--- config.mk ---
export PLATFORM = sky130hd
export DESIGN_NAME = pwmaq_top
export DESIGN_NICKNAME = d
export VERILOG_FILES = /design/src/rtl/pwmaq_pkg.sv /design/src/rtl/pwmaq_evt.sv /design/src/rtl/pwmaq_chan.sv /design/src/rtl/pwmaq_force.sv /design/src/rtl/pwmaq_top.sv
export SDC_FILE = /design/constraint.sdc
export NUM_CORES = 1
export LEC_CHECK = 0
export CORE_ASPECT_RATIO = 2
export CORE_UTILIZATION = 45
export CTS_CLUSTER_DIAMETER = 60
export DETAILED_ROUTE_END_ITERATION = 6
export GPL_ROUTABILITY_DRIVEN = 0
export PLACE_DENSITY = 0.76
export SLEW_MARGIN = 20
export SYNTH_ARGS = -nofsm -noshare
export SYNTH_HDL_FRONTEND = slang
export SYNTH_SLANG_ARGS = --single-unit
--- constraint.sdc ---
create_clock -name clk -period 3.9 [get_ports clk]
set_clock_uncertainty 0.05 [all_clocks]
set_input_delay 1.17 -clock clk [delete_from_list [all_inputs] [get_ports clk]]
set_output_delay 1.17 -clock clk [all_outputs]
set_load 0.01 [all_outputs]
--- src/rtl/pwmaq_pkg.sv ---
package pwmaq_pkg;
  localparam int CNT_W  = 16;
  localparam int ACT_W  = 10;
  localparam int SHD_W  = 8;
  localparam int ADDR_W = 3;

  typedef enum logic [1:0] {
    ACT_KEEP = 2'b00,
    ACT_LOW  = 2'b01,
    ACT_HIGH = 2'b10,
    ACT_FLIP = 2'b11
  } act_code_e;

  typedef enum logic [1:0] {
    RLD_AT_ZERO = 2'b00,
    RLD_AT_PRD  = 2'b01,
    RLD_AT_BOTH = 2'b10,
    RLD_NOW     = 2'b11
  } reload_e;

  localparam logic [ADDR_W-1:0] A_CMPA  = 3'd0;
  localparam logic [ADDR_W-1:0] A_CMPB  = 3'd1;
  localparam logic [ADDR_W-1:0] A_ACTA  = 3'd2;
  localparam logic [ADDR_W-1:0] A_ACTB  = 3'd3;
  localparam logic [ADDR_W-1:0] A_FORCE = 3'd4;

  function automatic logic apply_code(input logic [1:0] code, input logic cur);
    case (code)
      ACT_LOW:  apply_code = 1'b0;
      ACT_HIGH: apply_code = 1'b1;
      ACT_FLIP: apply_code = ~cur;
      default:  apply_code = cur;
    endcase
  endfunction

  function automatic logic force_level(input logic [1:0] frc, input logic lvl);
    case (frc)
      2'b01:   force_level = 1'b0;
      2'b10:   force_level = 1'b1;
      default: force_level = lvl;
    endcase
  endfunction
endpackage

--- src/rtl/pwmaq_evt.sv ---
module pwmaq_evt
  import pwmaq_pkg::*;
#(
  parameter int W    = CNT_W,
  parameter int NCMP = 2
) (
  input  logic [W-1:0]         cnt,
  input  logic                 cnt_up,
  input  logic                 tb_en,
  input  logic                 zero_in,
  input  logic                 prd_in,
  input  logic [NCMP-1:0][W-1:0] cmp,
  output logic                 ev_zero,
  output logic                 ev_prd,
  output logic [NCMP-1:0]      ev_cmp
);
  assign ev_zero = tb_en & zero_in;
  assign ev_prd  = tb_en & prd_in;

  for (genvar g = 0; g < NCMP; g++) begin : g_cmp
    assign ev_cmp[g] = tb_en & cnt_up & (cnt == cmp[g]);
  end
endmodule

--- src/rtl/pwmaq_chan.sv ---
module pwmaq_chan
  import pwmaq_pkg::*;
#(
  parameter int AW = ACT_W
) (
  input  logic          clk,
  input  logic          rst_n,
  input  logic          tb_en,
  input  logic          ev_zero,
  input  logic          ev_prd,
  input  logic          ev_ca,
  input  logic          ev_cb,
  input  logic [AW-1:0] act_word,
  output logic          lvl
);
  logic       lvl_q, lvl_d;
  logic [1:0] sel_code;

  // lowest priority first, later lines override
  always_comb begin
    sel_code = ACT_KEEP;
    if (ev_zero && act_word[1:0] != 2'b00) sel_code = act_word[1:0];
    if (ev_prd  && act_word[3:2] != 2'b00) sel_code = act_word[3:2];
    if (ev_ca   && act_word[5:4] != 2'b00) sel_code = act_word[5:4];
    if (ev_cb   && act_word[9:8] != 2'b00) sel_code = act_word[9:8];
  end

  always_comb begin
    lvl_d = lvl_q;
    if (tb_en) lvl_d = apply_code(sel_code, lvl_q);
  end

  always_ff @(posedge clk or negedge rst_n) begin
    if (!rst_n) lvl_q <= 1'b0;
    else        lvl_q <= lvl_d;
  end

  assign lvl = lvl_q;

  p_idle_hold_r4: assert property (@(posedge clk) disable iff (!rst_n)
    !tb_en |=> $stable(lvl_q));
  p_cmpb_wins_r5: assert property (@(posedge clk) disable iff (!rst_n)
    (tb_en && ev_cb && act_word[9:8] == 2'b01) |=> !lvl_q);
  p_zero_high_r2: assert property (@(posedge clk) disable iff (!rst_n)
    (tb_en && ev_zero && !ev_prd && !ev_ca && !ev_cb && act_word[1:0] == 2'b10) |=> lvl_q);
endmodule

--- src/rtl/pwmaq_force.sv ---
module pwmaq_force
  import pwmaq_pkg::*;
#(
  parameter int SW = SHD_W
) (
  input  logic          clk,
  input  logic          rst_n,
  input  logic          tb_en,
  input  logic          zero_in,
  input  logic          prd_in,
  input  logic          wr,
  input  logic [SW-1:0] wdata,
  output logic [3:0]    frc_act
);
  logic [SW-1:0] sh_q, sh_d;
  logic [3:0]    act_q, act_d;
  logic          load;
  reload_e       mode;

  assign mode = reload_e'(sh_q[7:6]);

  always_comb begin
    case (mode)
      RLD_AT_ZERO: load = tb_en & zero_in;
      RLD_AT_PRD:  load = tb_en & prd_in;
      RLD_AT_BOTH: load = tb_en & (zero_in | prd_in);
      default:     load = 1'b1;
    endcase
    act_d = load ? sh_q[3:0] : act_q;
    sh_d  = wr ? wdata : sh_q;
  end

  always_ff @(posedge clk or negedge rst_n) begin
    if (!rst_n) begin
      sh_q  <= '0;
      act_q <= '0;
    end else begin
      sh_q  <= sh_d;
      act_q <= act_d;
    end
  end

  assign frc_act = act_q;

  p_now_load_r9: assert property (@(posedge clk) disable iff (!rst_n)
    (sh_q[7:6] == 2'b11) |=> act_q == $past(sh_q[3:0]));
  p_zero_wait_r8: assert property (@(posedge clk) disable iff (!rst_n)
    (sh_q[7:6] == 2'b00 && !(tb_en && zero_in)) |=> $stable(act_q));
endmodule

--- src/rtl/pwmaq_top.sv ---
module pwmaq_top
  import pwmaq_pkg::*;
#(
  parameter int W  = CNT_W,
  parameter int AW = ACT_W
) (
  input  logic              clk,
  input  logic              rst_n,
  input  logic              tb_en,
  input  logic [W-1:0]      cnt,
  input  logic              cnt_up,
  input  logic              zero_evt,
  input  logic              prd_evt,
  input  logic              wr_en,
  input  logic [ADDR_W-1:0] wr_addr,
  input  logic [15:0]       wr_data,
  output logic              pwm_a,
  output logic              pwm_b
);
  localparam int NCH = 2;

  logic [NCH-1:0][W-1:0]  cmp_q, cmp_d;
  logic [NCH-1:0][AW-1:0] act_q, act_d;
  logic                   ev_zero, ev_prd;
  logic [NCH-1:0]         ev_cmp;
  logic [NCH-1:0]         lvl;
  logic [3:0]             frc_act;

  always_comb begin
    cmp_d = cmp_q;
    act_d = act_q;
    if (wr_en) begin
      case (wr_addr)
        A_CMPA: cmp_d[0] = wr_data[W-1:0];
        A_CMPB: cmp_d[1] = wr_data[W-1:0];
        A_ACTA: act_d[0] = wr_data[AW-1:0];
        A_ACTB: act_d[1] = wr_data[AW-1:0];
        default: ;
      endcase
    end
  end

  always_ff @(posedge clk or negedge rst_n) begin
    if (!rst_n) begin
      cmp_q <= '0;
      act_q <= '0;
    end else begin
      cmp_q <= cmp_d;
      act_q <= act_d;
    end
  end

  pwmaq_evt #(.W(W), .NCMP(NCH)) u_evt (
    .cnt(cnt), .cnt_up(cnt_up), .tb_en(tb_en), .zero_in(zero_evt),
    .prd_in(prd_evt), .cmp(cmp_q), .ev_zero(ev_zero), .ev_prd(ev_prd),
    .ev_cmp(ev_cmp)
  );

  pwmaq_force #(.SW(SHD_W)) u_force (
    .clk(clk), .rst_n(rst_n), .tb_en(tb_en), .zero_in(zero_evt),
    .prd_in(prd_evt), .wr(wr_en && wr_addr == A_FORCE),
    .wdata(wr_data[SHD_W-1:0]), .frc_act(frc_act)
  );

  for (genvar g = 0; g < NCH; g++) begin : g_ch
    pwmaq_chan #(.AW(AW)) u_chan (
      .clk(clk), .rst_n(rst_n), .tb_en(tb_en), .ev_zero(ev_zero),
      .ev_prd(ev_prd), .ev_ca(ev_cmp[0]), .ev_cb(ev_cmp[1]),
      .act_word(act_q[g]), .lvl(lvl[g])
    );
  end

  assign pwm_a = force_level(frc_act[1:0], lvl[0]);
  assign pwm_b = force_level(frc_act[3:2], lvl[1]);

  p_force_low_a_r7: assert property (@(posedge clk) disable iff (!rst_n)
    (frc_act[1:0] == 2'b01) |-> !pwm_a);
  p_force_high_b_r7: assert property (@(posedge clk) disable iff (!rst_n)
    (frc_act[3:2] == 2'b10) |-> pwm_b);
endmodule

# After elaboration in Yosys (flattened, before gate mapping)
# Cells that the tools add are included.
[totals]
elab_cells = 75
output_inout_bits = 2
regBits = 66
in_bits = 42
[classes]
n_reduce_logical = 27
bitwise_logic = 9
eq_ne = 18
n_mux = 13
[op_table]
columns = ["op", "count"]
rows = [
  ["$eq 16x16->1", 2],
  ["$mux 2", 8],
  ["$reduce_bool 2->1", 8],
  ["$eq 2x2->1 const B", 7],
  ["$reduce_and 2->1", 6],
  ["$eq 2x1->1 const B", 5],
  ["$logic_and 1x1->1", 9],
  ["$pmux 1 s3", 3],
  ["$and 1x1->1", 6],
  ["$eq 3x2->1 const B", 2],
  ["$reduce_bool 3->1", 2],
  ["$pmux 1 s2", 2],
  ["$eq 3x1->1 const B", 1],
  ["$eq 3x3->1 const B", 1],
  ["$logic_not 3->1", 1],
  ["$logic_not 2->1", 1],
  ["$not 1->1", 2],
  ["$or 1x1->1", 1],
]

# Longest topological paths before layout
[logic_depth]
word_depth = 9
mapped_depth = 7
ltp_nobuf = 6

# Modules after synthesis
# From an unflattened synthesis, not the netlist that was laid out.
[hier_totals]
hier_cells = 235
area_unflattened_um2 = 3135.5
[by_module_without_submodules]
columns = ["mod", "instances", "cells_per_inst", "seq_area_each_um2", "area_per_inst_um2"]
rows = [
  ["pwmaq_top", 1, 121, 1301.2, 2049.5],
  ["pwmaq_force", 1, 32, 250.2, 450.4],
  ["pwmaq_evt", 1, 46, 0.0, 377.9],
  ["pwmaq_chan", 2, 18, 25.0, 128.9],
]

# Worst setup path before layout
# No wires, ideal clock.
[synth_path]
path_kind = "in2reg"
start = "in cnt[13]"
end = "reg g_ch[0].u_chan.lvl_q"
cell_stages = 7
t_arrival_ns = 2.455
setup_ns = 0.125
setup_slack_ns = 1.269
n_path_buf = 1
required_ns = 3.725
path_cell_list = "xnor2_1 > nand4_1 > or4_1 > buf_2 > o22a_2 > a21oi_1 > mux2i_1"
[synth_between]
elab_chain_cells = 8
word_cells_on_any_way = 14
cone_classes = "eq/ne (5); mux (3); bitwise (2); reduce/logical (4)"
[synth_rtl]
columns = ["element", "line", "rtl"]
rows = [
  ["start, declared", "pwmaq_top.sv:10", "input logic [W-1:0] cnt,"],
  ["$eq 16x16->1", "pwmaq_evt.sv:21", "assign ev_cmp[g] = tb_en & cnt_up & (cnt == cmp[g]);"],
  ["$and 1x1->1", "pwmaq_evt.sv:21", ""],
  ["$logic_and 1x1->1", "pwmaq_chan.sv:24", "if (ev_ca && act_word[5:4] != 2'b00) sel_code = act_word[5:4];"],
  ["$mux 2", "pwmaq_chan.sv:24", ""],
  ["$mux 2 (*)", "pwmaq_chan.sv:25", "if (ev_cb && act_word[9:8] != 2'b00) sel_code = act_word[9:8];"],
  ["$eq 2x1->1 / $eq 2x2->1 (equally long branches)", "pwmaq_pkg.sv:28", "case (code)"],
  ["$reduce_bool 3->1 (no source line)", "--", ""],
  ["$reduce_and 2->1 (no source line)", "--", ""],
  ["end signal, assigned", "pwmaq_chan.sv:35", "else lvl_q <= lvl_d;"],
  ["end, declared", "pwmaq_chan.sv:16", "logic lvl_q, lvl_d;"],
]
# Mark *: on every way between the ends. The rest lies on a longest branch, timed or not.
# A chain may end at the register's enable or synchronous reset.

# Worst setup path in the final report
[layout_path]
start = "in cnt[9]"
end = "reg g_ch[0].u_chan.lvl_q"
# Same word-level chain as after synthesis.

==> load_flow_metrics.sql <==
INSERT INTO impl_metrics (metric_group, metric, value, unit) VALUES
('finish', 'ant_cells', '0', ''),
('yosys', 'yosys_most_used_dff', 'dfrtp_1', ''),
('routing', 'antenna_violating_nets_left', '0', ''),
('yosys', 'synth.avg_cell_area', '13.3', 'µm²'),
('clocking', 'post-cts-setup-buffers', '0', ''),
('clocking', 'clkSinkCount', '60', ''),
('clocking', 'cts_inserted_buffers', '9', ''),
('clocking', 'post_cts_resize_count', '0', ''),
('sta', 'maxClockFrequency', '323', 'MHz'),
('clocking', 'root_buffer', 'clkbuf_16', ''),
('critical_path', 'setup.worst_path.start_class', 'primary input', ''),
('global_route', 'grt_first_pass_wirelength', '9720', 'µm'),
('critical_path', 'cp_max_fo', '8', ''),
('placed_design', 'total_placed_cells_including_tap_cells', '342', ''),
('placed_design', 'dpl-instance-area', '3440', 'µm²'),
('finish', 'utilization', '0.616', ''),
('worst_hold_path', 'min_path_type', 'flip-flop to flip-flop', ''),
('status', 'status', 'finished clean', ''),
('clocking', 'cts-htree-levels', '3', ''),
('yosys', 'ys_types', '28', ''),
('sta', 'report.final.slew_viol_count', '0', ''),
('routing', 'wl_per_cell', '16.7', 'µm'),
('clocking', 'clk_path_buf_depth', '2', ''),
('global_route', 'globalRoute.totalOverflow', '0', ''),
('finish', 'areaGrowthSynthToFinish', '30.8', '%'),
('critical_path', 'end_kind', 'flip-flop', ''),
('floorplanning', 'initial_core_util', '0.471', ''),
('critical_path', 'crit_buf_inv', '1', ''),
('yosys', 'synth-async-reset-ratio', '1.00', ''),
('floorplanning', 'vertical_die_dimension', '115', 'µm'),
('global_route', 'grt_pass1_vias', '1967', ''),
('floorplanning', 'fp-row-count', '40', ''),
('yosys', 'yosys_register_bits', '60', ''),
('routing', 'count_of_tritonroute_iterations_in_the_first_routing_pass', '4', ''),
('critical_path', 'worstPathCellList', 'clkdlybuf4s50_1 > xnor2_1 > nand4_1 > or4_1 > o22a_2 > a21oi_1 > mux2i_1', ''),
('sta', 'worst_slew_margin_rel', '0.353', ''),
('yosys', 'synth_seq_area_share', '0.522', ''),
('finish', 'layout.nets', '313', ''),
('critical_path', 'critical-path-slowest-cell', 'or4_1', ''),
('sta', 'finalSetupTns', '0', 'ns'),
('worst_hold_path', 'hold_path_depth', '1', ''),
('critical_path', 'cp_data_required_time', '4.06', 'ns'),
('critical_path', 'critical-path-top-delay-family', 'simple AND/OR/NAND/NOR gates', ''),
('pwr', 'power_density', '577', 'nW/µm²'),
('clocking', 'clk-insertion-delay-late', '0.33', 'ns'),
('critical_path', 'critical_path_arrival', '3.25', 'ns'),
('sta', 'min_period_over_period', '0.793', ''),
('sta', 'finalWorstSetupSlack', '0.807', 'ns'),
('pwr', 'cellLeakagePower', '1.52', 'nW'),
('routing', 'drt_drc_violations_left', '0', ''),
('clocking', 'reg_clk_slew_reported_paths', '0.05', 'ns'),
('floorplanning', 'die_x', '58.5', 'µm'),
('routing', 'dr_total_vias', '1908', ''),
('sta', 'report.final.setup_viol', '0', ''),
('sta', 'fin_hold_ws', '0.423', 'ns'),
('critical_path', 'setup.reg_to_reg.worst_slack', '1.78', 'ns'),
('pwr', 'vdd_drop_max', '0.297', 'mV'),
('critical_path', 'crit_type', 'primary input to flip-flop', ''),
('sta', 'period_minus_slack', '3.09', 'ns'),
('pwr', 'finalPower', '2.17', 'mW'),
('sta', 'finalHoldViolCount', '0', ''),
('floorplanning', 'fp.dieArea', '6730', 'µm²'),
('floorplanning', 'core', '6110', 'µm²'),
('placed_design', 'io_buffer_count', '43', ''),
('sta', 'rsz0062_at_grt', 'no', ''),
('yosys', 'number_of_synthesized_flops_with_an_enable_pin', '0', ''),
('floorplanning', 'pin_count', '44', ''),
('job', 'max_cap_violations', '0', ''),
('placed_design', 'dpl_worst_slack', '0.429', 'ns'),
('critical_path', 'reg2regPathDepth', '6', ''),
('critical_path', 'cpPeakStageDelay', '0.69', 'ns');
final timing paths:
| kind | start | endpoint |
|---|---|---|
| max | cnt[9] | g_ch[0].u_chan.lvl |
| min | g_ch[1].u_chan.lvl | g_ch[1].u_chan.lvl |
| max reg2reg | cmp_q[25] | g_ch[0].u_chan.lvl |
| min reg2reg | g_ch[1].u_chan.lvl | g_ch[1].u_chan.lvl |
| max in group asynchronous | rst_n | cmp_q[5] |
| min in group asynchronous | rst_n | cmp_q[19] |
registers in the layout (all words and copies together) (netlist names):
register / cells
u_force.sh_q: 6
act_q: 16
cmp_q: 32
g_ch.u_chan.lvl: 2
u_force.frc_act: 4
kinds of logic (layout without fill, tap and decap cells):
logic type | count (synthesis) | after routing | share of synthesized area
compound gates | 20 | 20 | 0.0505
xor+xnor | 32 | 32 | 0.0975
fa+ha+maj | 2 | 2 | 0.00871
buf+inv | 9 | 67 | 0.0139
flops | 60 | 60 | 0.522
mux | 63 | 63 | 0.246
simple gates | 30 | 30 | 0.0609
placed cells by master (no fill, tap or decap), drive strengths merged:
| cell type | instances |
|---|---|
| nor3 | 3 |
| o22a | 2 |
| xnor2 | 26 |
| nor4bb | 2 |
| clkinv | 3 |
| o31ai | 2 |
| a22oi | 1 |
| ha | 2 |
| o2bb2ai | 2 |
| nand2 | 9 |
| nand3 | 6 |
| nand4 | 6 |
| o22ai | 2 |
| buf | 7 |
| mux2 | 61 |
| mux2i | 2 |
| a21o | 1 |
| xor2 | 6 |
| bufinv | 2 |
| clkdlybuf4s50 | 42 |
| or4 | 2 |
| o21ai | 4 |
| a2bb2oi | 2 |
| o31a | 2 |
| a21oi | 2 |
| inv | 2 |
| nor4b | 1 |
| dfrtp | 60 |
| clkbuf | 11 |
| nand4b | 1 |
cells in the mapped netlist, types with 3 or more instances:
cell / instances / share of area
buf_2: 5 / 0.0087
dfrtp_1: 60 / 0.52
mux2_2: 61 / 0.24
nand2_1: 9 / 0.012
nand3_1: 6 / 0.010
nand4_1: 6 / 0.013
nor3_1: 3 / 0.0052
xnor2_1: 26 / 0.079
xor2_1: 6 / 0.018
worst reg2reg max path: cells and delay by family (launching register included):
kind | cells | cell delay [ns]
and+or+nand+nor | 2 | 0.84
AOI/OAI and AO/OA | 2 | 0.40
DFF | 1 | 0.38
xor gates and xnor gates | 1 | 0.24
muxes | 1 | 0.09
area by class of cell:
type                            instances  area [µm²]
Clock inverter                          5        75.1
Tap cell                               84         105
Multi-Input combinational cell        147        1360
Clock buffer                           11         243
Timing Repair Buffer                   49         470
Fill cell                             504        2350
Sequential cell                        60        1500
Inverter                                2        7.51
per-layer routing:
metal	global-route usage	share of wire	wire [µm]	up-vias
li1	-	-	-	892
met1	0.215	0.35	2100	955
met2	0.366	0.58	3480	45
met3	0.0405	0.034	203	16
met4	0.111	0.033	198	0
met5	0	0	0	-
power by group:
group / leakage (nW) / switching (mW) / total (mW) / internal (mW)
combinational: 0.639 / 0.173 / 0.463 / 0.290
clock: 0.159 / 0.259 / 0.831 / 0.572
sequential: 0.720 / 0.0987 / 0.875 / 0.777
total: 1.52 / 0.531 / 2.17 / 1.64
Power figures use the tool's default switching activity.
